===== src/rtl/hbf_pkg.sv =====
package hbf_pkg;
  localparam int HB_PAIRS  = 11;
  localparam int HB_CENTRE = 1998;
  localparam int HB_COEF_W = 12;

  function automatic int hb_outer_coef(input int idx);
    case (idx)
      0:       return 1;
      1:       return -3;
      2:       return 8;
      3:       return -16;
      4:       return 29;
      5:       return -50;
      6:       return 81;
      7:       return -131;
      8:       return 216;
      9:       return -400;
      10:      return 1264;
      default: return 0;
    endcase
  endfunction
endpackage


===== src/rtl/hbf_tap_line.sv =====
module hbf_tap_line #(
  parameter int DW  = 16,
  parameter int LEN = 22
) (
  input  logic                 clk,
  input  logic                 rst,
  input  logic                 shift,
  input  logic                 consume,
  input  logic signed [DW-1:0] din,
  output logic signed [DW-1:0] taps [LEN],
  output logic                 fresh
);
  always_ff @(posedge clk) begin
    if (rst) begin
      for (int i = 0; i < LEN; i++) taps[i] <= '0;
      fresh <= 1'b0;
    end else begin
      if (shift) begin
        taps[0] <= din;
        for (int i = 1; i < LEN; i++) taps[i] <= taps[i-1];
      end
      if (shift) fresh <= 1'b1;
      else if (consume) fresh <= 1'b0;
    end
  end
endmodule


===== src/rtl/hbf_round_sat.sv =====
module hbf_round_sat #(
  parameter int IW    = 34,
  parameter int OW    = 16,
  parameter int SHIFT = 11
) (
  input  logic signed [IW-1:0] acc,
  output logic signed [OW-1:0] y
);
  localparam logic signed [IW-1:0] HALF = IW'(longint'(1) <<< (SHIFT-1));
  localparam logic signed [IW-1:0] HI   = IW'((longint'(1) <<< (OW-1)) - 1);
  localparam logic signed [IW-1:0] LO   = IW'(-(longint'(1) <<< (OW-1)));

  logic signed [IW-1:0] sh;
  assign sh = (acc + HALF) >>> SHIFT;

  always_comb begin
    if (sh > HI)      y = HI[OW-1:0];
    else if (sh < LO) y = LO[OW-1:0];
    else              y = sh[OW-1:0];
  end
endmodule


===== src/rtl/hbf_phase_mac.sv =====
module hbf_phase_mac import hbf_pkg::*; #(
  parameter int DW    = 16,
  parameter int OW    = 16,
  parameter int SHIFT = 11
) (
  input  logic signed [DW-1:0] taps [2*HB_PAIRS],
  output logic signed [OW-1:0] outer_y,
  output logic signed [OW-1:0] centre_y
);
  localparam int NT   = 2 * HB_PAIRS;
  localparam int PW   = DW + 1 + HB_COEF_W;
  localparam int CPW  = DW + HB_COEF_W;
  localparam int ACCW = PW + $clog2(HB_PAIRS) + 1;
  localparam logic signed [HB_COEF_W-1:0] CC = HB_COEF_W'(HB_CENTRE);

  logic signed [PW-1:0]   prod [HB_PAIRS];
  logic signed [CPW-1:0]  cprod;
  logic signed [ACCW-1:0] accs [2];
  logic signed [OW-1:0]   ys   [2];

  for (genvar g = 0; g < HB_PAIRS; g++) begin : g_pair
    localparam logic signed [HB_COEF_W-1:0] CK = HB_COEF_W'(hb_outer_coef(g));
    logic signed [DW:0] pre;
    assign pre     = (DW+1)'(taps[g]) + (DW+1)'(taps[NT-1-g]);
    assign prod[g] = PW'(pre) * PW'(CK);
  end

  assign cprod = CPW'(taps[HB_PAIRS-1]) * CPW'(CC);

  always_comb begin
    accs[0] = '0;
    for (int i = 0; i < HB_PAIRS; i++) accs[0] = accs[0] + ACCW'(prod[i]);
    accs[1] = ACCW'(cprod);
  end

  for (genvar p = 0; p < 2; p++) begin : g_scale
    hbf_round_sat #(.IW(ACCW), .OW(OW), .SHIFT(SHIFT)) u_rs (
      .acc (accs[p]),
      .y   (ys[p])
    );
  end

  assign outer_y  = ys[0];
  assign centre_y = ys[1];
endmodule


===== src/rtl/hbf_out_seq.sv =====
module hbf_out_seq #(
  parameter int OW = 16
) (
  input  logic                 clk,
  input  logic                 rst,
  input  logic                 fresh,
  input  logic signed [OW-1:0] even_in,
  input  logic signed [OW-1:0] odd_in,
  input  logic                 out_ready,
  output logic                 load,
  output logic                 out_valid,
  output logic signed [OW-1:0] out_data,
  output logic                 out_phase
);
  logic                 busy, ph;
  logic signed [OW-1:0] ev_q, od_q;

  assign load = fresh && (!busy || (ph && out_ready));

  always_ff @(posedge clk) begin
    if (rst) begin
      busy <= 1'b0;
      ph   <= 1'b0;
      ev_q <= '0;
      od_q <= '0;
    end else if (load) begin
      busy <= 1'b1;
      ph   <= 1'b0;
      ev_q <= even_in;
      od_q <= odd_in;
    end else if (busy && out_ready) begin
      if (ph) busy <= 1'b0;
      else    ph   <= 1'b1;
    end
  end

  assign out_valid = busy;
  assign out_phase = ph;
  assign out_data  = ph ? od_q : ev_q;

  AST_HOLD_STABLE: assert property (@(posedge clk) disable iff (rst)
    out_valid && !out_ready |=> out_valid && $stable(out_data) && $stable(out_phase));
  AST_PHASE_ORDER: assert property (@(posedge clk) disable iff (rst)
    out_valid && out_ready && !out_phase |=> out_valid && out_phase);
  AST_RESET_IDLE: assert property (@(posedge clk) disable iff (rst)
    $past(rst) |-> !out_valid);
  AST_NO_BUBBLE: assert property (@(posedge clk) disable iff (rst)
    out_valid && out_ready && out_phase && fresh |=> out_valid && !out_phase);
endmodule


===== src/rtl/hbf_interp2.sv =====
module hbf_interp2 import hbf_pkg::*; #(
  parameter int DW          = 16,
  parameter int OW          = 16,
  parameter int SHIFT       = 11,
  parameter bit EXTRA_STAGE = 1'b0
) (
  input  logic                 clk,
  input  logic                 rst,
  input  logic                 in_valid,
  output logic                 in_ready,
  input  logic signed [DW-1:0] in_data,
  output logic                 out_valid,
  input  logic                 out_ready,
  output logic signed [OW-1:0] out_data,
  output logic                 out_phase
);
  localparam int NT = 2 * HB_PAIRS;

  logic                 s_valid, s_ready, shift, fresh, load;
  logic signed [DW-1:0] s_data;
  logic signed [DW-1:0] taps [NT];
  logic signed [OW-1:0] outer_y, centre_y;

  if (EXTRA_STAGE) begin : g_extra
    logic                 full;
    logic signed [DW-1:0] hold;
    assign in_ready = !full || s_ready;
    always_ff @(posedge clk) begin
      if (rst) begin
        full <= 1'b0;
        hold <= '0;
      end else if (in_ready) begin
        full <= in_valid;
        hold <= in_data;
      end
    end
    assign s_valid = full;
    assign s_data  = hold;
  end else begin : g_direct
    assign s_valid  = in_valid;
    assign s_data   = in_data;
    assign in_ready = s_ready;
  end

  assign s_ready = !fresh || load;
  assign shift   = s_valid && s_ready;

  hbf_tap_line #(.DW(DW), .LEN(NT)) u_line (
    .clk     (clk),
    .rst     (rst),
    .shift   (shift),
    .consume (load),
    .din     (s_data),
    .taps    (taps),
    .fresh   (fresh)
  );

  hbf_phase_mac #(.DW(DW), .OW(OW), .SHIFT(SHIFT)) u_mac (
    .taps     (taps),
    .outer_y  (outer_y),
    .centre_y (centre_y)
  );

  hbf_out_seq #(.OW(OW)) u_seq (
    .clk       (clk),
    .rst       (rst),
    .fresh     (fresh),
    .even_in   (outer_y),
    .odd_in    (centre_y),
    .out_ready (out_ready),
    .load      (load),
    .out_valid (out_valid),
    .out_data  (out_data),
    .out_phase (out_phase)
  );

  AST_STALL_BLOCKS_INPUT: assert property (@(posedge clk) disable iff (rst)
    out_valid && !out_ready && fresh |-> !s_ready);
endmodule


===== config.mk =====
export PLATFORM = sky130hd
export DESIGN_NAME = hbf_interp2
export DESIGN_NICKNAME = d
export VERILOG_FILES = /design/src/rtl/hbf_pkg.sv /design/src/rtl/hbf_tap_line.sv /design/src/rtl/hbf_round_sat.sv /design/src/rtl/hbf_phase_mac.sv /design/src/rtl/hbf_out_seq.sv /design/src/rtl/hbf_interp2.sv
export SDC_FILE = /design/constraint.sdc
export NUM_CORES = 2
export LEC_CHECK = 0
export BUFFER_PORTS_ARGS = -buffer_cell sky130_fd_sc_hd__buf_2
export CAP_MARGIN = 20
export CORE_MARGIN = 5
export CORE_UTILIZATION = 30
export DETAILED_ROUTE_END_ITERATION = 8
export SLEW_MARGIN = 20
export SYNTH_ARGS = -nofsm -noshare
export SYNTH_HDL_FRONTEND = slang
export SYNTH_SLANG_ARGS = --single-unit

===== constraint.sdc =====
create_clock -name clk -period 26.5 [get_ports clk]
set_input_delay 5.3 -clock clk [delete_from_list [all_inputs] [get_ports clk]]
set_output_delay 5.3 -clock clk [all_outputs]
set_load 0.02 [all_outputs]

# --- Yosys cells after proc, flatten, opt, wreduce, memory -nomap -nowiden ---
# Cells that the tools add are included.
op_classes:
  n_mux: 10
  n_reduce_logical: 13
  order_cmp: 4
  multipliers: 9
  addsub: 24
ops:
  columns: ["op", "n"]
  rows:
  - ["$add A16 B16 Y17", 11]
  - ["$mul A17 B6 Y23 const B", 4]
  - ["$mux W16", 5]
  - ["$add A34 B26 Y34", 2]
  - ["$add A34 B29 Y34", 2]
  - ["$mul A17 B8 Y25 const B", 2]
  - ["$add A34 B12 Y34 const B", 1]
  - ["$add A34 B23 Y34", 1]
  - ["$add A34 B24 Y34", 1]
  - ["$add A34 B25 Y34", 1]
  - ["$add A34 B27 Y34", 1]
  - ["$add A28 B12 Y29 const B", 1]
  - ["$mul A16 B11 Y27 const B", 1]
  - ["$mul A17 B9 Y26 const B", 1]
  - ["$neg A17 Y25", 1]
  - ["$gt A23 B16 Y1 const B", 1]
  - ["$lt A23 B16 Y1 const B", 1]
  - ["$add A21 B20 Y22", 1]
  - ["$add A17 B20 Y21", 1]
  - ["$mul A17 B3 Y20 const B", 1]
  - ["$gt A18 B16 Y1 const B", 1]
  - ["$lt A18 B16 Y1 const B", 1]
  - ["$reduce_bool A2 Y1", 3]
  - ["$mux W1", 5]
  - ["other kinds (5)", 10]
word_totals:
  reg_bits: 387
  word_cells: 87
  inputBits: 20

# --- Longest topological paths before layout ---
logic_depth:
  word_depth: 16
  depth_mapped: 57
  depth_no_buf: 56

# --- Modules after synthesis ---
# Synthesis repeated with hierarchy kept, for this count alone.
unflattened:
  hier_cells: 5424
  hier_area_um2: 51838.5
modules_own_cells:
  columns: ["module", "cells_per_inst", "area_per_inst_um2", "instances"]
  rows:
  - ["hbf_phase_mac", 3865, 35910.7, 1]
  - ["hbf_tap_line", 1138, 12346.8, 1]
  - ["hbf_round_sat", 126, 899.6, 2]
  - ["hbf_out_seq", 167, 1759.2, 1]
  - ["hbf_interp2", 2, 22.5, 1]

# --- Worst setup path after synthesis ---
# OpenSTA, ideal clock, no wires.
synth_path:
  path_kind: "reg-to-reg"
  from: "register u_line.taps[144] (netlist bit)"
  to: "register u_seq.ev_q[10]"
  stages_incl_launch_ff: 51
  n_path_buf: 1
  t_arrival_ns: 12.289
  period_less_slack_ns: 12.367
  path_slack_ns: 14.133
  path_cell_list: "dfxtp_1 -> ha_1 -> inv_1 -> fa_1 -> nor2b_1 -> o21ai_0 -> a21boi_0 -> o21ai_0 -> a21boi_0 -> o2111ai_1 -> a31oi_1 -> a21o_1 -> a21oi_1 -> xnor2_1 -> inv_1 -> fa_1 -> inv_1 -> ha_1 -> [... 15 more ...] -> fa_1 -> inv_1 -> fa_1 -> fa_1 -> fa_1 -> inv_1 -> ha_1 -> and4_1 -> o21ai_0 -> or3_1 -> o21ai_0 -> o21ai_0 -> nor2b_1 -> xor2_1 -> o31ai_1 -> buf_2 -> a21oi_1 -> nor3_1"
synth_via:
  elab_chain_len: 8
  elab_cells_between_ends: 9
  classes_between: "add/sub (4); mul (1); order compare (2); mux (2)"
synth_rtl:
  columns: ["element", "line_no", "text"]
  rows:
  - ["start: declaration", "hbf_tap_line.sv:10", "output logic signed [DW-1:0] taps [LEN],"]
  - ["$add A16 B16 Y17 *", "hbf_phase_mac.sv:24", "assign pre = (DW+1)'(taps[g]) + (DW+1)'(taps[NT-1-g]);"]
  - ["$mul A17 B6 Y23 *", "hbf_phase_mac.sv:25", "assign prod[g] = PW'(pre) * PW'(CK);"]
  - ["$add A34 B27 Y34 *", "hbf_phase_mac.sv:32", "for (int i = 0; i < HB_PAIRS; i++) accs[0] = accs[0] + ACCW'(prod[i]);"]
  - ["$add A34 B29 Y34 *", "hbf_phase_mac.sv:32", null]
  - ["$add A34 B12 Y34 *", "hbf_round_sat.sv:14", "assign sh = (acc + HALF) >>> SHIFT;"]
  - ["$lt A23 B16 Y1", "hbf_round_sat.sv:18", "else if (sh < LO) y = LO[OW-1:0];"]
  - ["$mux W16", "hbf_round_sat.sv:18", null]
  - ["$mux W16 *", "hbf_round_sat.sv:17", "if (sh > HI) y = HI[OW-1:0];"]
  - ["end signal: assignment", "hbf_out_seq.sv:29", "ev_q <= even_in;"]
  - ["end: declaration", "hbf_out_seq.sv:16", "logic signed [OW-1:0] ev_q, od_q;"]
# Every way passes the cells marked *; elsewhere a longest branch is shown, timed or not.
# A chain may end at the register's enable or synchronous reset.

# --- Worst setup path in the final report ---
layout_path:
  from: "register u_line.taps[129] (netlist bit)"
  to: "register u_seq.ev_q[10]"
layout_via:
  elab_chain_len: 9
  elab_cells_between_ends: 10
  classes_between: "add/sub (5); mul (1); order compare (2); mux (2)"
layout_rtl:
  columns: ["element", "line_no"]
  rows:
  - ["$add A16 B16 Y17 *", "hbf_phase_mac.sv:24"]
  - ["$mul A17 B6 Y23 *", "hbf_phase_mac.sv:25"]
  - ["$add A34 B26 Y34 *", "hbf_phase_mac.sv:32"]
  - ["$add A34 B27 Y34 *", "hbf_phase_mac.sv:32"]
  - ["$add A34 B29 Y34 *", "hbf_phase_mac.sv:32"]
  - ["$add A34 B12 Y34 *", "hbf_round_sat.sv:14"]
  - ["$lt A23 B16 Y1", "hbf_round_sat.sv:18"]
  - ["$mux W16", "hbf_round_sat.sv:18"]
  - ["$mux W16 *", "hbf_round_sat.sv:17"]
# Marked as above.

==> flow_summary.yaml <==
cells_and_area:
  fin_cells: 7794
  register_area_um2: 7747
  multi_input_area_um2: 36860
  postLayoutCoreUtil: 0.3286
  design_area_um2: 53600
  final_net_count: 7013
  syn_to_final_growth_pct: 8.554
  fillers: 16880
  drive_gt1_frac: 0.03685
yosys:
  async_flop_share: 0
  synth_seq_cells: 387
  synth.area.top_cells: "fa_1, ha_1, dfxtp_1, inv_1, nand2_1"
  synth_edf_count: 0
  postSynthAreaPerCell_um2: 8.782
  yosysWarnings: 0
  netlist_area_um2: 49380
  yosys.area.top_type: "fa_1"
  yosys.area.top_type_share: 0.2749
  syn-num-nets: 7049
  synth_ff_type: "dfxtp_1"
  synth_cell_types: 80
  syn_inst: 5623
  seq_area_frac_synth: 0.1569
floorplan:
  ios: 39
  dieWidth_um: 415.7
  core_area_um2: 163100
  row_count: 148
  dieHeight_um: 415.7
  die_area_um2: 172800
  start_util: 0.3027
cts:
  clkTransAtPathRegs_ns: 0.07
  cts_hold_buf: 0
  cts_root_buffer: "clkbuf_16"
  cts-resized-gates: 0
  clkSinkCount: 387
  htreeDepth: 2
  cts_tree: "yes"
  post_cts_buffers: 0
  cts_buffers: 44
  clk_path_buf_depth: 3
  clkLatencyLatePin_ns: 0.63
pwr:
  clockPowerShare: 0.248
  p_comb_frac: 0.542
  swShare: 0.4488
  p_leak_nw: 25.82
  ir_drop_mv: 0.09118
  power.share.sequential: 0.210
  power_mw: 2.875
  p_int_mw: 1.585
  power.switching_mw: 1.290
  powerDensity_nw_per_um2: 53.63
timing:
  fin_crit_ns: 14.14
  slew_headroom: 0.2257
  hold_viol_final: 0
  tns_ns: 0
  fin_hold_ws_ns: 0.4538
  finalWorstSetupSlack_ns: 12.36
  setup_viol: 0
  fmax_ghz: 0.07073
  slew_violations: 0
  timing.final.crit_share: 0.5335
  worst_pin_slew_ns: 1.153
  rsz0062_at_grt: "no"
  fin_skew_ns: 0.03056
global_route:
  grt_util_all_layers: 0.1457
  grt_pass1_wl_mm: 204.8
  met1_usage: 0.2041
  grt-busiest-layer: "met2"
  grt_pass1_vias: 37440
  grt_max_degree: 174
  use_met2: 0.2422
  antenna_found_initial: 2
  overflow: 0
  grt_use_met3: 0.01809
setup_path:
  crit_slowest_cell: "o31ai_2"
  startpoint_type: "register"
  crit_arrival_ns: 14.67
  worstSetupPathType: "register to register"
  startpoint: "u_line.taps[129]"
  critical_path.reg2reg.startpoint: "u_line.taps[129]"
  critPathRequiredTime_ns: 27.03
  cp-end-kind: "register"
  critPathMaxStageDelay_ns: 0.83
  path_max_fanout: 15
  rrSetupSlack_ns: 12.36
  crit_path_frequent_cell: "fa_1"
drt:
  vias: 36380
  drt_iter0_drc: 2097
  dr.pass1.iters: 5
  wl_per_cell_um: 16.15
  drcViolationCount: 0
  wirelength_mm: 125.9
  detail-route-antenna-nets: 0
  drt-vias-per-instance: 4.668
status:
  status: "finished, final reports clean"
job:
  drv_cap: 0
placed_design:
  dpl.cell_count: 7715
  port-buffer-count: 38
  dp_slack_ns: 12.42
  placed_area_um2: 51960
  hpwlAfterDp_mm: 105.3
  gp_congestion: 0.8770
worst_hold_path:
  min_from: "u_seq.od_q[15]"
  hold_path_class: "register to register"
layout by cell type (no fill, tap or decap), types with 8 or more instances in the layout:
master / count
and2_1: 13
clkbuf_16: 44
a31oi_1: 17
a21oi_1: 526
o21a_1: 37
o41ai_1: 12
o21bai_1: 51
xor2_1: 74
a211oi_1: 17
mux2_2: 21
a211oi_2: 11
o2111ai_1: 14
a21o_1: 54
nor2_1: 183
o31a_1: 9
nor2b_1: 41
inv_1: 1132
buf_2: 37
or2_2: 16
nand2_1: 815
clkbuf_1: 8
a21boi_0: 16
xnor2_1: 231
dfxtp_1: 387
ha_1: 728
o21ai_0: 85
nand3_1: 55
fa_1: 678
nand2b_1: 21
nor3_1: 75
nand4_1: 11
or3_1: 22
bufinv_16: 10
o211ai_1: 20
buf_4: 20
and3_1: 13
synth_stat cells, types with 54 or more instances:
cell / instances
clkbuf_1: 137
nand2_1: 816
nand3_1: 55
dfxtp_1: 387
xor2_1: 74
inv_1: 1132
a21o_1: 54
nor3_1: 75
fa_1: 678
a21oi_1: 526
nor2_1: 183
o21ai_0: 85
xnor2_1: 232
ha_1: 728
area by class of cell:
class / instances / area share
multi-input cells: 3961 / 0.6877
clock inverters: 20 / 0.007866
repair buffers: 61 / 0.007423
flip-flops and latches: 387 / 0.1445
diodes: 1 / 0.00004668
clock buffers: 57 / 0.02238
well taps: 2175 / 0.05077
inverters: 1132 / 0.07927
cell families (layout without fill, tap and decap cells):
family,count (synthesis),in the layout,synth area share
adders and majority gates,1406,1406,0.4593
and+or+nand+nor,1291,1291,0.1108
buffers and inverters,1275,1270,0.09727
AOI/OAI and AO/OA,933,933,0.1159
DFF,387,387,0.1569
xor gates and xnor gates,306,306,0.05427
muxes,25,25,0.005600
other,0,1,0
final timing paths:
check                    to  cells after the start
max          u_seq.ev_q[10]                     47
max reg2reg  u_seq.ev_q[10]                     47
min          u_seq.od_q[15]                      2
min reg2reg  u_seq.od_q[15]                      2
power by group through the flow:
stage | Combinational [mW] | Clock (mW) | Sequential, mW
4_1_cts | 1.57 | 0.727 | 0.605
2_1_floorplan | 1.07 | 0 | 0.614
3_3_place_gp | 1.54 | 0 | 0.618
6_report | 1.56 | 0.712 | 0.605
3_5_place_dp | 1.56 | 0 | 0.618
5_1_grt | 1.75 | 0.750 | 0.606
worst max-delay path: cells and delay by family (launching register included):
kind,cells,cell delay [ns]
AO/OA/AOI/OAI,21,5.96
buffers and inverters,6,0.30
AND/OR/NAND/NOR,5,0.89
flip-flops,1,0.34
XOR/XNOR,1,0.27
adder cells (fa/ha/maj),14,6.23
sequential cells by signal, summed over array words and instances (netlist names):
register and count:
u_seq.od_q 16, u_seq.out_phase 1, u_seq.ev_q 16, u_line.fresh 1
u_seq.out_valid 1, u_line.taps 352
layer usage:
| metal | vias to the layer above | wire length [um] |
|---|---|---|
| met4 | 0 | 2489 |
| li1 | 17770 | - |
| met2 | 558 | 58870 |
| met3 | 113 | 5204 |
| met5 | - | 0 |
| met1 | 17940 | 59310 |
No activity file was read; power rests on OpenSTA's default activity.
